$ cat config.mk
export PLATFORM = sky130hd
export DESIGN_NAME = exc_prio_unit
export DESIGN_NICKNAME = d
export VERILOG_FILES = /design/src/rtl/exc_prio_pkg.sv /design/src/rtl/exc_pend_bank.sv /design/src/rtl/exc_cfg_arb.sv /design/src/rtl/exc_prio_unit.sv
export SDC_FILE = /design/constraint.sdc
export NUM_CORES = 1
export LEC_CHECK = 0
export BUFFER_PORTS_ARGS = -buffer_cell sky130_fd_sc_hd__buf_2
export CAP_MARGIN = 40
export CELL_PAD_IN_SITES_DETAIL_PLACEMENT = 1
export CELL_PAD_IN_SITES_GLOBAL_PLACEMENT = 2
export CORE_AREA = 2 2 123 125
export CTS_CLUSTER_SIZE = 28
export DETAILED_ROUTE_END_ITERATION = 10
export DIE_AREA = 0 0 125 127
export GPL_ROUTABILITY_DRIVEN = 1
export PLACE_DENSITY_LB_ADDON = 0.1
export SYNTH_ARGS = -nofsm -noshare
export SYNTH_HDL_FRONTEND = slang
export SYNTH_SLANG_ARGS = --single-unit
$ cat constraint.sdc
create_clock -name clk_i -period 64.6 [get_ports clk_i]
set_input_delay 12.92 -clock clk_i [delete_from_list [all_inputs] [get_ports clk_i]]
set_output_delay 12.92 -clock clk_i [all_outputs]
set_load 0.03 [all_outputs]
$ cat src/rtl/exc_prio_pkg.sv
package exc_prio_pkg;
  localparam int unsigned NUM_W     = 8;
  localparam int unsigned N_SYS_CFG = 7;
  localparam int unsigned IRQ_BASE  = 16;

  localparam logic [NUM_W-1:0] NUM_RESET = 8'd1;
  localparam logic [NUM_W-1:0] NUM_NMI   = 8'd2;
  localparam logic [NUM_W-1:0] NUM_HARD  = 8'd3;

  // configurable index -> exception number
  function automatic logic [NUM_W-1:0] cfg_num(input int unsigned idx);
    logic [NUM_W-1:0] n;
    case (idx)
      0:       n = 8'd4;
      1:       n = 8'd5;
      2:       n = 8'd6;
      3:       n = 8'd11;
      4:       n = 8'd12;
      5:       n = 8'd14;
      6:       n = 8'd15;
      default: n = NUM_W'(IRQ_BASE + idx - N_SYS_CFG);
    endcase
    return n;
  endfunction
endpackage

$ cat src/rtl/exc_pend_bank.sv
module exc_pend_bank #(
  parameter int unsigned N = 15
) (
  input  logic         clk_i,
  input  logic         rst_ni,
  input  logic [N-1:0] set_i,
  input  logic [N-1:0] clr_i,
  output logic [N-1:0] pend_o
);
  logic [N-1:0] pend_q;

  always_ff @(posedge clk_i or negedge rst_ni) begin
    if (!rst_ni) pend_q <= '0;
    else         pend_q <= set_i | (pend_q & ~clr_i);
  end

  assign pend_o = pend_q;

  for (genvar g = 0; g < N; g++) begin : g_chk
    assert_pend_hold_R10: assert property (@(posedge clk_i) disable iff (!rst_ni)
      (pend_q[g] && !clr_i[g]) |=> pend_q[g]);
    assert_set_wins_R10: assert property (@(posedge clk_i) disable iff (!rst_ni)
      set_i[g] |=> pend_q[g]);
  end
endmodule

$ cat src/rtl/exc_cfg_arb.sv
module exc_cfg_arb #(
  parameter int unsigned N      = 15,
  parameter int unsigned PRIO_W = 3,
  parameter int unsigned ACT_W  = PRIO_W + 2,
  localparam int unsigned IDX_W = (N > 1) ? $clog2(N) : 1
) (
  input  logic                    clk_i,
  input  logic                    rst_ni,
  input  logic [N-1:0]            pend_i,
  input  logic [N-1:0]            en_i,
  input  logic [N*PRIO_W-1:0]     prio_i,
  input  logic signed [ACT_W-1:0] act_i,
  output logic [N-1:0]            block_o,
  output logic                    valid_o,
  output logic [IDX_W-1:0]        idx_o,
  output logic [PRIO_W-1:0]       prio_o
);
  logic [N-1:0] elig;

  for (genvar g = 0; g < N; g++) begin : g_elig
    logic signed [ACT_W-1:0] pe;
    assign pe         = $signed({{(ACT_W-PRIO_W){1'b0}}, prio_i[g*PRIO_W +: PRIO_W]});
    assign elig[g]    = pend_i[g] && en_i[g] && (pe < act_i);
    assign block_o[g] = pend_i[g] && !elig[g];
  end

  // strict compare keeps the lowest index on ties
  always_comb begin
    valid_o = 1'b0;
    idx_o   = '0;
    prio_o  = '1;
    for (int i = 0; i < N; i++) begin
      if (elig[i] && (!valid_o || prio_i[i*PRIO_W +: PRIO_W] < prio_o)) begin
        valid_o = 1'b1;
        idx_o   = IDX_W'(i);
        prio_o  = prio_i[i*PRIO_W +: PRIO_W];
      end
    end
  end

  assert_win_eligible_R9: assert property (@(posedge clk_i) disable iff (!rst_ni)
    valid_o |-> (pend_i[idx_o] && en_i[idx_o]));
  assert_no_win_when_idle_R9: assert property (@(posedge clk_i) disable iff (!rst_ni)
    (pend_i == '0) |-> !valid_o);
endmodule

$ cat src/rtl/exc_prio_unit.sv
module exc_prio_unit
  import exc_prio_pkg::*;
#(
  parameter int unsigned PRIO_W = 3,
  parameter int unsigned N_IRQ  = 8,
  localparam int unsigned NCFG  = N_SYS_CFG + N_IRQ,
  localparam int unsigned ACT_W = PRIO_W + 2
) (
  input  logic                    clk_i,
  input  logic                    rst_ni,
  input  logic                    rst_req_i,
  input  logic [3:0]              nmi_src_i,
  input  logic                    hf_req_i,
  input  logic [NCFG-1:0]         cfg_req_i,
  input  logic [NCFG-1:0]         sw_pend_i,
  input  logic [NCFG-1:0]         cfg_en_i,
  input  logic [NCFG*PRIO_W-1:0]  cfg_prio_i,
  input  logic signed [ACT_W-1:0] act_prio_i,
  input  logic                    ack_i,
  input  logic [NUM_W-1:0]        ack_num_i,
  output logic                    take_o,
  output logic [NUM_W-1:0]        exc_num_o,
  output logic signed [ACT_W-1:0] exc_prio_o
);
  localparam int unsigned IDX_W = $clog2(NCFG);
  localparam int unsigned N_FLT = 3;
  localparam logic signed [ACT_W-1:0] P_RESET = -3;
  localparam logic signed [ACT_W-1:0] P_NMI   = -2;
  localparam logic signed [ACT_W-1:0] P_HARD  = -1;

  logic rst_pend_q, nmi_pend_q, hf_pend_q;
  logic [NCFG-1:0] cfg_pend, cfg_set, cfg_clr, cfg_block, esc;
  logic arb_valid;
  logic [IDX_W-1:0]  arb_idx;
  logic [PRIO_W-1:0] arb_prio;

  // faults escalate when blocked; other sources just wait
  for (genvar g = 0; g < NCFG; g++) begin : g_cfg
    if (g < N_FLT) begin : g_flt
      assign esc[g] = cfg_block[g];
    end else begin : g_oth
      assign esc[g] = 1'b0;
    end
    assign cfg_set[g] = cfg_req_i[g] | sw_pend_i[g];
    assign cfg_clr[g] = esc[g] | (ack_i && ack_num_i == cfg_num(g));
  end

  exc_pend_bank #(.N(NCFG)) u_pend (
    .clk_i (clk_i),
    .rst_ni(rst_ni),
    .set_i (cfg_set),
    .clr_i (cfg_clr),
    .pend_o(cfg_pend)
  );

  exc_cfg_arb #(.N(NCFG), .PRIO_W(PRIO_W), .ACT_W(ACT_W)) u_arb (
    .clk_i  (clk_i),
    .rst_ni (rst_ni),
    .pend_i (cfg_pend),
    .en_i   (cfg_en_i),
    .prio_i (cfg_prio_i),
    .act_i  (act_prio_i),
    .block_o(cfg_block),
    .valid_o(arb_valid),
    .idx_o  (arb_idx),
    .prio_o (arb_prio)
  );

  always_ff @(posedge clk_i or negedge rst_ni) begin
    if (!rst_ni) begin
      rst_pend_q <= 1'b0;
      nmi_pend_q <= 1'b0;
      hf_pend_q  <= 1'b0;
    end else begin
      rst_pend_q <= rst_req_i  | (rst_pend_q & ~(ack_i && ack_num_i == NUM_RESET));
      nmi_pend_q <= |nmi_src_i | (nmi_pend_q & ~(ack_i && ack_num_i == NUM_NMI));
      hf_pend_q  <= hf_req_i | (|esc) | (hf_pend_q & ~(ack_i && ack_num_i == NUM_HARD));
    end
  end

  always_comb begin
    take_o     = 1'b0;
    exc_num_o  = '0;
    exc_prio_o = '0;
    if (rst_pend_q) begin
      take_o = 1'b1; exc_num_o = NUM_RESET; exc_prio_o = P_RESET;
    end else if (nmi_pend_q && act_prio_i > P_NMI) begin
      take_o = 1'b1; exc_num_o = NUM_NMI; exc_prio_o = P_NMI;
    end else if (hf_pend_q && act_prio_i > P_HARD) begin
      take_o = 1'b1; exc_num_o = NUM_HARD; exc_prio_o = P_HARD;
    end else if (arb_valid) begin
      take_o     = 1'b1;
      exc_num_o  = cfg_num(int'(arb_idx));
      exc_prio_o = $signed({{(ACT_W-PRIO_W){1'b0}}, arb_prio});
    end
  end

  assert_strict_preempt_R8: assert property (@(posedge clk_i) disable iff (!rst_ni)
    take_o |-> (exc_prio_o < act_prio_i));
  assert_reset_wins_R1: assert property (@(posedge clk_i) disable iff (!rst_ni)
    rst_pend_q |-> (take_o && exc_num_o == NUM_RESET));
  assert_nmi_over_rest_R2: assert property (@(posedge clk_i) disable iff (!rst_ni)
    (nmi_pend_q && !rst_pend_q && act_prio_i > P_NMI) |-> (exc_num_o == NUM_NMI));
  assert_hard_over_cfg_R3: assert property (@(posedge clk_i) disable iff (!rst_ni)
    (take_o && exc_prio_o >= 0) |-> !(hf_pend_q && act_prio_i > P_HARD));
  assert_disabled_fault_escalates_R4: assert property (@(posedge clk_i) disable iff (!rst_ni)
    (cfg_pend[1] && !cfg_en_i[1]) |=> (hf_pend_q && !cfg_pend[1]));
  assert_dbg_gated_R6: assert property (@(posedge clk_i) disable iff (!rst_ni)
    (take_o && exc_num_o == 8'd12) |-> cfg_en_i[4]);
endmodule

==> out/results.tsv <==
stage	metric	value	unit
global_route	grt total ovfl	0	
setup_path	Worst Setup SP	act_prio_i[1]	
yosys	yosys warns	0	
setup_path	critical path class	in -> out	
setup_path	worst path arrival time	34.44	ns
setup_path	CP max stage cell	a211oi_1	
timing	setup_tns	0	ns
power	total power	0.103	mW
power	Leak	2.48	nW
clock_network	Clk Latency, worst-skew pair	0.25	ns
global_route	total track usage	21.1	%
route	initial DRC count	216	
clock_network	post-CTS setup buffers	0	
route	WL per Instance	18.6	um
clock_network	root buf cell	clkbuf_16	
power	IR Drop Worst-Case VDD	0.0125	mV
floorplan	Die Height	127	um
clock_network	CTS sink cnt	18	
cells_and_area	area taken by multi-input logic gates	0.00386	sq mm
yosys	Gate Count Post-Synth	627	
cells_and_area	sequential cell area	450	sq um
clock_network	hold_buf cts	0	
cells_and_area	final net count	906	
cells_and_area	synth-to-layout area growth	19.3	%
place	detailed placement HPWL	14600	um
yosys	flop and latch count out of synthesis	18	
setup_path	largest fanout on the critical path	15	
clock_network	H-tree lvl count	1	
clock_network	post_cts resized	0	
timing	final slew viol count	0	
timing	Final min period	47.36	ns
setup_path	reg2reg path depth	5	
yosys	register area share after synthesis	9.93	%
cells_and_area	Filler cells	1854	
route	Via density	5.62	
setup_path	most numerous cell on the critical path	ha_1	
setup_path	CP endpoint kind	output port	
floorplan	row cnt	44	
power	pwr dens	19.1	mW/mm^2
global_route	largest net degree at the start of global routing	19	
global_route	initial antenna violation count	3	
min_path	hold path cells	2	
floorplan	I/O pin count	126	
flow_run	max-cap check violation count	0	
floorplan	die area	0.0159	sq mm
timing	count of final setup violators	0	
clock_network	CTS Buf Count	3	
timing	clk_skew	0.000753	ns
yosys	most area-consuming cells after synthesis	ha_1 14%, dfrtp_1 9.9%, nand2_1 5.2%	
yosys	ys async rst share	100	%
timing	Final Cycle Share	73.3	%
yosys	unique cell type count in the Yosys netlist	81	
clock_network	Clock Pin Slew Worst Setup and Hold Paths	0.06	ns
yosys	Synth Area per Inst	7.23	sq um
place	I/O Buffers	122	
setup_path	Max stage delay on crit path	0.61	ns
yosys	Synth area leader	ha_1	
route	via count	5224	
global_route	number of global-route vias before repair	5648	
timing	RSZ-0062 raised after global routing	false	
min_path	min-delay worst type	reg -> reg	
timing	Rel. slew slack	42.1	%
setup_path	worst endpoint required time	51.68	ns
clock_network	Max Buffers Root-to-Sink	2	
timing	worst-margin pin slew	0.863	ns
timing	Hold Vio Cnt, Final	0	
floorplan	Core ar.	0.0144	sq mm
floorplan	die width	125	um
yosys	post-synth top area share	13.8	%
clock_network	CTS tree	built	
route	DRT Pass-1 Iters	4	
place	placer congestion estimate	0.887	
route	drt total wl	17200	um
yosys	number of synthesized flops with an enable pin	0	
setup_path	crit start category	input pin	
global_route	global-route wire length before repair	28300	um
timing	Max Fclk	21.1	MHz
cells_and_area	ratio of cells with drive above 1 in the final layout	22.5	%
yosys	Synth Flop Type	dfrtp_1	
cells_and_area	Util after Layout	37.5	%
route	drt drc	0	
yosys	Post-Syn Area	0.00454	sq mm
setup_path	r2r startpoint	u_pend.pend_o[0]	
min_path	worst hold start	u_pend.pend_o[2]	
outcome	outcome	completed	
floorplan	Initial Util	31.4	%
route	Routed Antenna Nets	0	
-- flip-flops by register name (all words and copies together) (netlist names) --
| register | cells |
|---|---|
| hf_pend_q | 1 |
| nmi_pend_q | 1 |
| rst_pend_q | 1 |
| u_pend.pend_o | 15 |
-- metal layers --
metal | vias to the layer above | GRT usage (%) | share of wire (%)
met1 | 2497 | 26.9 | 46
met4 | 2 | 2.75 | 0.97
met3 | 20 | 2.09 | 3.3
li1 | 2608 | - | -
met2 | 97 | 39.6 | 50
met5 | - | 0 | 0.064
-- layout by cell type (no fill, tap or decap), types with 6 or more instances in the layout --
| cell | netlist | layout |
|---|---|---|
| dfrtp_1 | 18 | 18 |
| nand2_1 | 63 | 63 |
| nor2_1 | 63 | 63 |
| a211oi_1 | 10 | 10 |
| o21a_1 | 11 | 11 |
| nor2b_1 | 7 | 7 |
| buf_2 | 2 | 123 |
| a31oi_1 | 9 | 9 |
| a211o_1 | 13 | 13 |
| ha_1 | 50 | 50 |
| mux2i_1 | 6 | 6 |
| a21oi_1 | 47 | 47 |
| inv_1 | 37 | 37 |
| or2_2 | 6 | 6 |
| nand4_1 | 7 | 7 |
| o211ai_1 | 12 | 12 |
| a21o_1 | 27 | 27 |
| or3_1 | 8 | 8 |
| o21ai_0 | 40 | 40 |
| nand2b_1 | 26 | 26 |
| nand3_1 | 12 | 12 |
| nor3_1 | 11 | 11 |
| and2_1 | 9 | 9 |
| or2_1 | 7 | 7 |
-- report_power, final --
part / switching (mW) / internal [mW]
Sequential: 0.0000655 / 0.0114
Clock: 0.00437 / 0.00942
Combinational: 0.0472 / 0.0309
-- cell type report --
class	instances	area share (%)
multi-input cells	559	71.5
repair buffers	125	11.7
flip-flops and latches	18	8.33
well taps	184	4.26
inverters	37	2.57
clock buffers	4	1.64
diodes	2	0.0925
-- cell usage after synthesis, types with 12 or more instances --
library cell	instances
ha_1	50
a211o_1	13
dfrtp_1	18
nand3_1	12
inv_1	37
nor2_1	63
a21o_1	27
o211ai_1	12
o21ai_0	40
nand2_1	63
a21oi_1	47
nand2b_1	26
-- stage by stage --
step | area, sq um | hold slack [ns] | instances | setup slack (ns)
finish | 5410 | 0.487 | 929 | 17.24
global route | 5400 | 0.523 | 927 | 15.12
CTS | 5400 | 0.493 | 927 | 17.11
detailed placement | 5320 | 0.479 | 923 | 17.21
global placement | 5310 | 0.471 | 922 | 17.93
floorplan | 4540 | 0.452 | 629 | 20.33
-- worst max-delay path: cells and delay by family --
| family | cells | cell delay, ns |
|---|---|---|
| AND/OR/NAND/NOR | 23 | 4.17 |
| buffers and inverters | 12 | 1.19 |
| adder cells (fa/ha/maj) | 15 | 3.90 |
| multiplexers | 8 | 2.28 |
| AO/OA/AOI/OAI | 45 | 9.96 |
-- worst paths after layout --
path	end	slack, ns
max in group asynchronous	u_pend.pend_o[9]	51.68
worst min register to register	hf_pend_q	0.49
worst max-delay path	exc_num_o[0]	17.24
worst max register to register	u_pend.pend_o[0]	63.03
min in group asynchronous	u_pend.pend_o[2]	12.61
worst min-delay path	hf_pend_q	0.49
-- logic make-up (layout without fill, tap and decap cells) --
family                   count (synthesis)  in the layout  share of synthesized area, %
AO/OA/AOI/OAI                          254            254                          41.8
adder cells (fa/ha/maj)                 54             54                          14.7
buffers and inverters                   52            166                          5.02
flip-flops                              18             18                          9.93
multiplexers                            10             10                          2.32
other                                    1              5                        0.0827
AND/OR/NAND/NOR                        238            238                          26.1
Note: power is estimated with default switching activity, not from simulation.
